==> src/rtl/psel_pkg.sv <==
package psel_pkg;
  typedef enum logic [2:0] {
    PS_SAMPLE,
    PS_SYNC_WARM,
    PS_SYNC_READY,
    PS_ASYNC_WAIT,
    PS_ASYNC_TX,
    PS_ASYNC_DONE
  } psel_state_e;

  localparam int unsigned DATA_BITS  = 8;
  localparam int unsigned FRAME_HEAD = 2; // start bit plus parity bit
endpackage

==> src/rtl/psel_sat_cnt.sv <==
module psel_sat_cnt #(
  parameter int unsigned LIMIT = 400,
  localparam int unsigned W = $clog2(LIMIT + 1)
) (
  input  logic clk,
  input  logic rst,
  input  logic clr,
  input  logic inc,
  output logic full
);
  logic [W-1:0] count_q;

  always_ff @(posedge clk) begin
    if (rst || clr) count_q <= '0;
    else if (inc && !full) count_q <= count_q + 1'b1;
  end

  assign full = (count_q == W'(LIMIT));
endmodule

==> src/rtl/psel_atr_tx.sv <==
module psel_atr_tx
  import psel_pkg::*;
#(
  parameter int unsigned ETU_TICKS = 372,
  parameter int unsigned GUARD_ETU = 2,
  parameter int unsigned ATR_BYTES = 8,
  localparam int unsigned ATR_W      = ATR_BYTES * DATA_BITS,
  localparam int unsigned FRAME_BITS = DATA_BITS + FRAME_HEAD + GUARD_ETU,
  localparam int unsigned ETU_W      = $clog2(ETU_TICKS),
  localparam int unsigned BIT_W      = $clog2(FRAME_BITS),
  localparam int unsigned BYTE_W     = (ATR_BYTES > 1) ? $clog2(ATR_BYTES) : 1
) (
  input  logic             clk,
  input  logic             rst,
  input  logic             tick,
  input  logic             start,
  input  logic [ATR_W-1:0] atr_in,
  output logic             io_oe,
  output logic             done
);
  localparam logic [ETU_W-1:0]  ETU_LAST  = ETU_W'(ETU_TICKS - 1);
  localparam logic [BIT_W-1:0]  BIT_LAST  = BIT_W'(FRAME_BITS - 1);
  localparam logic [BYTE_W-1:0] BYTE_LAST = BYTE_W'(ATR_BYTES - 1);
  localparam logic [BIT_W-1:0]  PAR_POS   = BIT_W'(DATA_BITS + 1);

  logic              active_q, active_d;
  logic [ETU_W-1:0]  etu_q, etu_d;
  logic [BIT_W-1:0]  bit_q, bit_d;
  logic [BYTE_W-1:0] byte_q, byte_d;
  logic [ATR_W-1:0]  data_q, data_d;
  logic [DATA_BITS-1:0] cur_byte, shifted;
  logic line_d, frame_end;

  always_comb begin
    active_d = active_q;
    etu_d    = etu_q;
    bit_d    = bit_q;
    byte_d   = byte_q;
    data_d   = data_q;
    if (start && !active_q) begin
      active_d = 1'b1;
      etu_d    = '0;
      bit_d    = '0;
      byte_d   = '0;
      data_d   = atr_in;
    end else if (active_q && tick) begin
      if (etu_q == ETU_LAST) begin
        etu_d = '0;
        if (bit_q == BIT_LAST) begin
          bit_d = '0;
          if (byte_q == BYTE_LAST) active_d = 1'b0;
          else byte_d = byte_q + 1'b1;
        end else begin
          bit_d = bit_q + 1'b1;
        end
      end else begin
        etu_d = etu_q + 1'b1;
      end
    end
  end

  assign frame_end = active_q && tick && (etu_q == ETU_LAST) &&
                     (bit_q == BIT_LAST) && (byte_q == BYTE_LAST);

  // Line level for the next state: start, data LSB first, parity, guard.
  always_comb begin
    cur_byte = data_d[{byte_d, 3'b000} +: DATA_BITS];
    shifted  = cur_byte >> (bit_d - 1'b1);
    if (!active_d)              line_d = 1'b1;
    else if (bit_d == '0)       line_d = 1'b0;
    else if (bit_d < PAR_POS)   line_d = shifted[0];
    else if (bit_d == PAR_POS)  line_d = ^cur_byte;
    else                        line_d = 1'b1;
  end

  always_ff @(posedge clk) begin
    if (rst) begin
      active_q <= 1'b0;
      etu_q    <= '0;
      bit_q    <= '0;
      byte_q   <= '0;
      data_q   <= '0;
      io_oe    <= 1'b0;
      done     <= 1'b0;
    end else begin
      active_q <= active_d;
      etu_q    <= etu_d;
      bit_q    <= bit_d;
      byte_q   <= byte_d;
      data_q   <= data_d;
      io_oe    <= !line_d;
      done     <= frame_end;
    end
  end
endmodule

==> src/rtl/psel_power_on.sv <==
module psel_power_on
  import psel_pkg::*;
#(
  parameter int unsigned ETU_TICKS   = 372,
  parameter int unsigned WAIT_TICKS  = 400,
  parameter int unsigned SYNC_PULSES = 5,
  parameter int unsigned GUARD_ETU   = 2,
  parameter int unsigned ATR_BYTES   = 8,
  localparam int unsigned ATR_W = ATR_BYTES * DATA_BITS
) (
  input  logic             clk,
  input  logic             rst,
  input  logic             card_tick,
  input  logic             rst_pin,
  input  logic [ATR_W-1:0] atr_value,
  output logic             mode_sync,
  output logic             mode_async,
  output logic             cmd_enable,
  output logic             io_oe,
  output logic             atr_done
);
  psel_state_e state_q;
  logic low_inc, low_clr, low_full;
  logic pulse_inc, pulse_full;
  logic tx_start;

  assign low_inc   = card_tick && !rst_pin &&
                     (state_q == PS_SAMPLE || state_q == PS_ASYNC_WAIT);
  assign low_clr   = (state_q == PS_ASYNC_WAIT) && card_tick && rst_pin && !low_full;
  assign tx_start  = (state_q == PS_ASYNC_WAIT) && card_tick && rst_pin && low_full;
  assign pulse_inc = card_tick &&
                     ((state_q == PS_SAMPLE && rst_pin) || state_q == PS_SYNC_WARM);

  psel_sat_cnt #(.LIMIT(WAIT_TICKS)) i_low_cnt (
    .clk(clk), .rst(rst), .clr(low_clr), .inc(low_inc), .full(low_full)
  );

  psel_sat_cnt #(.LIMIT(SYNC_PULSES - 1)) i_pulse_cnt (
    .clk(clk), .rst(rst), .clr(1'b0), .inc(pulse_inc), .full(pulse_full)
  );

  psel_atr_tx #(
    .ETU_TICKS(ETU_TICKS), .GUARD_ETU(GUARD_ETU), .ATR_BYTES(ATR_BYTES)
  ) i_atr_tx (
    .clk(clk), .rst(rst), .tick(card_tick), .start(tx_start),
    .atr_in(atr_value), .io_oe(io_oe), .done(atr_done)
  );

  always_ff @(posedge clk) begin
    if (rst) begin
      state_q    <= PS_SAMPLE;
      mode_sync  <= 1'b0;
      mode_async <= 1'b0;
      cmd_enable <= 1'b0;
    end else begin
      unique case (state_q)
        PS_SAMPLE: if (card_tick) begin
          if (rst_pin) begin
            mode_sync <= 1'b1;
            state_q   <= PS_SYNC_WARM;
          end else begin
            mode_async <= 1'b1;
            state_q    <= PS_ASYNC_WAIT;
          end
        end
        PS_SYNC_WARM: if (card_tick && pulse_full) begin
          cmd_enable <= 1'b1;
          state_q    <= PS_SYNC_READY;
        end
        PS_ASYNC_WAIT: if (tx_start) state_q <= PS_ASYNC_TX;
        PS_ASYNC_TX:   if (atr_done) state_q <= PS_ASYNC_DONE;
        PS_SYNC_READY, PS_ASYNC_DONE: state_q <= state_q;
        default: state_q <= PS_SAMPLE;
      endcase
    end
  end
endmodule

==> config.mk <==
export PLATFORM = sky130hd
export DESIGN_NAME = psel_power_on
export DESIGN_NICKNAME = d
export VERILOG_FILES = /design/src/rtl/psel_pkg.sv /design/src/rtl/psel_sat_cnt.sv /design/src/rtl/psel_atr_tx.sv /design/src/rtl/psel_power_on.sv
export SDC_FILE = /design/constraint.sdc
export NUM_CORES = 1
export LEC_CHECK = 0
export ABC_AREA = 1
export BUFFER_PORTS_ARGS = -buffer_cell sky130_fd_sc_hd__buf_2
export CORE_MARGIN = 2
export CORE_UTILIZATION = 25
export CTS_CLUSTER_SIZE = 16
export DETAILED_ROUTE_END_ITERATION = 12
export GPL_TIMING_DRIVEN = 0
export PLACE_DENSITY = 0.41
export REMOVE_ABC_BUFFERS = 1
export SLEW_MARGIN = 20
export SYNTH_ARGS = -nofsm -noshare
export SYNTH_HDL_FRONTEND = slang
export SYNTH_SLANG_ARGS = --single-unit
==> constraint.sdc <==
create_clock -name clk -period 2.5 [get_ports clk]
set_input_delay 0.125 -clock clk [delete_from_list [all_inputs] [get_ports clk]]
set_output_delay 0.125 -clock clk [all_outputs]
set_load 0.02 [all_outputs]
; ---- Yosys cells after proc, flatten, opt, wreduce, memory -nomap -nowiden
; Index checks and enable logic that the tools add are counted.
[word_totals]
reg_bits = 101
out_inout_bits = 5
wordCells = 98
[op_classes]
add_sub_neg = 6
n_lt_le_gt_ge = 1
eq_ne = 15
shift = 2
muxes = 26
bitwise = 2
reduce_logical = 33
[op_table]
columns = cell, count
row1 = 2-to-1 mux 64 bit, 1
row2 = variable part select 64 x 7 -> 8 bit, 1
row3 = 2-to-1 mux 3 bit, 9
row4 = adder 9 x 1 -> 9 bit (second input constant), 2
row5 = equality test 9 bit (second input constant), 2
row6 = logical AND 1 bit, 16
row7 = 2-to-1 mux 4 bit, 4
row8 = one-hot mux 3 bit (5 select lines), 1
row9 = equality test 3 bit (second input constant), 4
row10 = 2-to-1 mux 1 bit, 9
row11 = 2-to-1 mux 9 bit, 1
row12 = equality test 4 bit (second input constant), 2
row13 = parity 8 bit, 1
row14 = >> shifter 8 x 4 -> 1 bit, 1
row15 = adder 3 x 1 -> 3 bit (second input constant), 2
row16 = equality test 3 x 2 -> 1 bit (second input constant), 2
row17 = inequality test 2 x 1 -> 1 bit (second input constant), 3
row18 = AND reduction 3 bit, 2
row19 = zero test 1 bit, 5
row20 = AND reduction 5 bit, 1
row21 = adder 4 x 1 -> 4 bit (second input constant), 1
row22 = zero test 4 bit, 1
row23 = less-than comparator 4 bit (second input constant), 1
row24 = OR reduction 2 bit, 2
row25 = 8 further kinds, 11

; ---- Longest topological paths before layout
[depth]
word_depth = 13
ltp_mapped = 25

; ---- Modules after synthesis
; A second synthesis with hierarchy kept.
[unflattened]
cells_unflattened = 775
hier_area_um2 = 5551.6
[by_module_without_submodules]
columns = mod, instances, cells_per_inst, area_per_inst_um2, seq_area_each_um2
row1 = psel_atr_tx, 1, 608, 4450.5, 1661.6
row2 = psel_sat_cnt (i_low_cnt), 1, 73, 498.0, 180.2
row3 = psel_power_on, 1, 67, 427.9, 120.1
row4 = psel_sat_cnt (i_pulse_cnt), 1, 27, 175.2, 60.1

; ---- Worst setup path before layout
; Ideal clock, no wire load.
[synth_path]
path_type = reg-to-reg
startpoint = reg i_atr_tx.etu_q[1]
endpoint = reg i_atr_tx.io_oe
arrival_ns = 2.283
setup_slack_ns = 0.103
stages_incl_launch_ff = 19
n_path_buf = 0
cell_sequence = dfxtp_1 ha_1 nand2_1 inv_1 nand2_1 nor2_4 nand2_2 nor2_1 o21ai_0 nor2_1 clkinv_1 ha_1 inv_1 a21oi_1 o21ai_0 nand3_1 nand4_1 nand2_1 a21oi_2
[synth_via]
elab_cells_between_ends = 22
classes_between = add/sub: 1 / order compare: 1 / eq/ne: 2 / shift: 2 / mux: 13 / reduce/logical: 3
[synth_rtl]
columns = element, line
row1 = from (decl), psel_atr_tx.sv:27  ; logic [ETU_W-1:0] etu_q, etu_d;
row2 = from (signal assigned), psel_atr_tx.sv:87  ; etu_q <= etu_d;
row3 = equality test 9 bit (*), psel_atr_tx.sv:47  ; if (etu_q == ETU_LAST) begin
row4 = 2-to-1 mux 4 bit (*), psel_atr_tx.sv:47
row5 = 2-to-1 mux 4 bit (*), psel_atr_tx.sv:46  ; end else if (active_q && tick) begin
row6 = 2-to-1 mux 4 bit (*), psel_atr_tx.sv:40  ; if (start && !active_q) begin
row7 = via i_atr_tx.bit_d[0], psel_atr_tx.sv:28  ; logic [BIT_W-1:0] bit_q, bit_d;
row8 = subtractor 4 x 1 -> 4 bit or equality test 4 bit (tied branches), "psel_atr_tx.sv:68, psel_atr_tx.sv:72"
row9 = >> shifter 8 x 4 -> 1 bit or 2-to-1 mux 1 bit (tied branches), "psel_atr_tx.sv:68, psel_atr_tx.sv:72"
row10 = 2-to-1 mux 1 bit, psel_atr_tx.sv:71  ; else if (bit_d < PAR_POS) line_d = shifted[0];
row11 = 2-to-1 mux 1 bit (*), psel_atr_tx.sv:70  ; else if (bit_d == '0) line_d = 1'b0;
row12 = 2-to-1 mux 1 bit (*), psel_atr_tx.sv:69  ; if (!active_d) line_d = 1'b1;
row13 = zero test 1 bit (*), psel_atr_tx.sv:91  ; io_oe <= !line_d;
row14 = to (signal assigned), psel_atr_tx.sv:91
row15 = to (decl), psel_atr_tx.sv:18  ; output logic io_oe,
; Mark *: on every way through the listed nets, which the timed path passes. The rest lies on a longest branch.
; A chain may end at the register's enable or synchronous reset.

; ---- Worst setup path in the final report
[layout_path]
startpoint = reg i_low_cnt.count_q[1]
endpoint = reg i_atr_tx.io_oe
[layout_via]
elab_chain_len = 11
elab_cells_between_ends = 19
classes_between = add/sub: 1 / order compare: 1 / eq/ne: 2 / shift: 2 / mux: 8 / reduce/logical: 5
[layout_rtl]
columns = element, line
row1 = from (decl), psel_sat_cnt.sv:11  ; logic [W-1:0] count_q;
row2 = from (signal assigned), psel_sat_cnt.sv:15  ; else if (inc && !full) count_q <= count_q + 1'b1;
row3 = equality test 9 bit (*), psel_sat_cnt.sv:18  ; assign full = (count_q == W'(LIMIT));
row4 = logical AND 1 bit (*), psel_power_on.sv:30  ; assign tx_start = (state_q == PS_ASYNC_WAIT) && card_tick && rst_pin && low_full;
row5 = logical AND 1 bit (*), psel_atr_tx.sv:40
row6 = branches (longest 6 deep; another with 2-to-1 mux 64 bit), n/a
row7 = 2-to-1 mux 1 bit (*), psel_atr_tx.sv:69
row8 = zero test 1 bit (*), psel_atr_tx.sv:91
; Every way passes the cells marked *.

==> results.md <==
* Result of the run: finished, violations left
* Failing checks: setup timing
* Placed Instance Area at 5950 um^2
* Non-filler cells, final at about 1,200
* GR Util met1 at 0.191
* Critical Path Sink Type: register
* Power Dens Cells at 538 nW/um^2
* Initial Utilization at 0.255
* Number of max-cap violations at 0
* Wire per inst at between 10 and 15 um
* Htree depth at 3
* Number of synthesized register bits at 101
* Antenna cell count at 0
* RSZ-0062 raised after global routing: true
* Worst skew pair latency at 0.36 ns
* Chip width at ~150 um
* Drc violations at 0
* I/O pins at 73
* Lkg Pwr at between 3 and 4 nW
* Iter 0 DRT Violations at 191
* Post-Syn Area per Cell at 6.45 um^2
* Synth area leaders: dfxtp_1 38%, nand2_1 18%, inv_1 7.2%, nor2_1 6.8%, nand3_1 5.9%
* Slew HR at 0.685
* Final Hold Viols at 0
* CP Class: reg -> reg
* Final worst slack at -0.248 ns
* Min Tclk post-route at 2.75 ns
* Clk slew on worst S/H paths at about 0.08 ns
* Syn Std Cell Area at roughly 5400 um^2
* Layout cells sized above 1 at 0.225
* FILL cells at 2,350
* Die ar. at 22,600 um^2
* Final net count at just under 1,000
* CTS Buf Count at 9
* Number of global-route vias before repair at between 4,000 and 5,000
* Hpwl dp at 9420 um
* Port-buffer cells at 72
* Top cell type by total area after synthesis: dfxtp_1
* Fmax at 364 MHz
* WP data arrival at 3.03 ns
* Fin crit share at 1.10
* Yosys top cell area share at 0.377
* Post-route ant nets at 0
* Inst Count DP at 1,148
* Peak VDD IR at between 0.3 and 0.4 mV
* Via density at about 4.3
* Tot GR Track Use at 0.143
* Row cnt at 53
* Area Growth Syn to Fin at 28.7%
* Busiest layer in global routing: met2
* Largest net degree at the start of global routing at 64
* Worst Hold Class: in -> reg
* Core Area at 21,000 um^2
* Slew @ Worst Pin at 0.467 ns
* Unique masters post-synth at 33
* Fin area at roughly 6900 um^2
* Vias post-DR at between 5,000 and 6,000
* Grt ovf at 0
* Sequential share of the synthesized area at 0.377
* Routed wire length at 15,200 um
* CTS tree: built
* Antenna violations before repair at 0
* DR pass1 iterations at 4
* Met2 Use GR at 0.236
* Cell at the root of the clock tree: clkbuf_16
* Final setup violation count at 1
* First-pass GRT wire length at between 20,000 and 30,000 um
* Gpl congestion at 0.717
* Die height at 150 um
* Final slew viol count at 0
* Cells after Synth at 830
* Clk buf depth at 2
* Crit path max fanout at 19
* Post-Route Skew at 0.0147 ns
* Global Route met3 Usage at 0.0336
* CP Launch Type: register
* Required @ worst endpoint at 2.78 ns
* Sink Count at 101
* Yosys warns at 0
==> final timing paths <==
kind | from | endpoint | slack [ns] | cells after the start
hold / removal | atr_value[2] | i_atr_tx.data_q[2] | 0.01 | 3
setup / recovery | i_low_cnt.count_q[1] | i_atr_tx.io_oe | -0.25 | 23
hold reg to reg | mode_sync | mode_sync | 0.45 | 2
setup reg to reg | i_low_cnt.count_q[1] | i_atr_tx.io_oe | -0.25 | 23
==> placed cells by master (no fill, tap or decap), drive strengths merged <==
| cell type | count |
|---|---|
| inv | 112 |
| nand2 | 258 |
| xor2 | 3 |
| a21oi | 26 |
| nor3b | 4 |
| nor2 | 105 |
| nor3 | 8 |
| xnor2 | 1 |
| clkinv | 5 |
| ha | 10 |
| o21a | 2 |
| bufinv | 3 |
| nand4 | 5 |
| a211oi | 2 |
| or4 | 1 |
| nand3 | 67 |
| buf | 103 |
| o22ai | 1 |
| a31o | 3 |
| dfxtp | 101 |
| a31oi | 2 |
| o211ai | 1 |
| o21ai | 85 |
| bufbuf | 2 |
| clkinvlp | 1 |
| clkbuf | 9 |
==> repair_timing <==
item	4_1_cts	5_1_grt
hold endpoints to repair	0	0
gates resized for setup	93	5
pin swaps	29	7
hold buffers	0	0
setup endpoints to repair	2	1
setup buffers	20	6
cloned	5	0
==> sequential cells by signal (all words and copies together), names as in the netlist <==
signal	count
i_atr_tx.data_q	64
i_atr_tx.etu_q	9
i_low_cnt.count_q	9
i_atr_tx.bit_q	4
i_atr_tx.byte_q	3
i_pulse_cnt.count_q	3
state_q	3
cmd_enable	1
i_atr_tx.active_q	1
i_atr_tx.done	1
i_atr_tx.io_oe	1
mode_async	1
mode_sync	1
==> critical path, cell delays in order, from the launching register on <==
cell,delay (ns)
dfxtp_2,0.33
inv_2,0.07
ha_4,0.12
nand4_1,0.12
nor2_4,0.20
nand3_4,0.16
buf_12,0.19
buf_4,0.15
nand3_4,0.09
buf_16,0.17
nand2_1,0.07
nand3_1,0.10
nand3_1,0.08
nand2_1,0.11
nand2_1,0.08
nand2_2,0.09
inv_2,0.04
nand2_1,0.05
nand2_1,0.05
nand2_2,0.07
nand3_2,0.07
nand2_2,0.07
nand2_2,0.05
a21oi_2,0.13
==> stage by stage <==
stage	hold WS, ns	setup WS (ns)	util	TNS (ns)	total power, W
detailed placement	0.388	-1.24	0.283	-1.42	0.00205
global route	0.0158	-0.502	0.328	-0.502	0.00390
global placement	0.382	-4.08	0.278	-142.93	0.00205
floorplan	0.194	-1.94	-	-36.59	0.00191
finish	0.0109	-0.248	0.328	-0.248	0.00371
CTS	0.00638	-0.204	0.325	-0.204	0.00377
==> synth_stat cells <==
| master | instances |
|---|---|
| a211oi_1 | 2 |
| a21oi_1 | 25 |
| a21oi_2 | 1 |
| a31o_2 | 3 |
| a31oi_1 | 2 |
| buf_2 | 12 |
| buf_4 | 4 |
| buf_6 | 9 |
| clkbuf_1 | 8 |
| clkinv_1 | 2 |
| dfxtp_1 | 101 |
| ha_1 | 10 |
| inv_1 | 103 |
| inv_2 | 9 |
| nand2_1 | 254 |
| nand2_2 | 4 |
| nand3_1 | 63 |
| nand3_2 | 3 |
| nand4_1 | 5 |
| nor2_1 | 97 |
| nor2_2 | 3 |
| nor2_4 | 4 |
| nor3_1 | 8 |
| nor3b_1 | 4 |
| o211ai_1 | 1 |
| o21a_1 | 2 |
| o21ai_0 | 49 |
| o21ai_1 | 30 |
| o21ai_2 | 6 |
| o22ai_1 | 1 |
| or4_1 | 1 |
| xnor2_1 | 1 |
| xor2_1 | 3 |
==> per-layer routing <==
| metal | vias to the layer above | routed length, um |
|---|---|---|
| met1 | 2271 | 7570 |
| met2 | 74 | 6980 |
| li1 | 2782 | - |
| met5 | - | 0 |
| met4 | 0 | 121 |
| met3 | 8 | 550 |
==> cells by family (layout without fill, tap and decap cells) <==
group,after synthesis,after routing,synth area share
AND/OR/NAND/NOR,446,448,0.347
buffers and inverters,147,235,0.121
AO/OA/AOI/OAI,122,122,0.124
flip-flops,101,101,0.377
adder cells (fa/ha/maj),10,10,0.0234
XOR/XNOR,4,4,0.00654
==> layout make-up <==
type,count,area (um^2),area share
clock inverter,7,121,0.0176
clock buffer,9,225,0.0327
inverter,114,445,0.0646
multi-input combinational,584,2920,0.423
timing repair buffer,105,811,0.118
sequential,101,2030,0.294
tap,275,344,0.0499
==> power breakdown <==
| part | switching [W] | total, W | internal, W |
|---|---|---|---|
| Combinational | 0.000212 | 0.000359 | 0.000147 |
| Sequential | 0.0000407 | 0.00169 | 0.00165 |
| Clock | 0.000670 | 0.00165 | 0.000985 |
(Power assumes the default switching activity.)
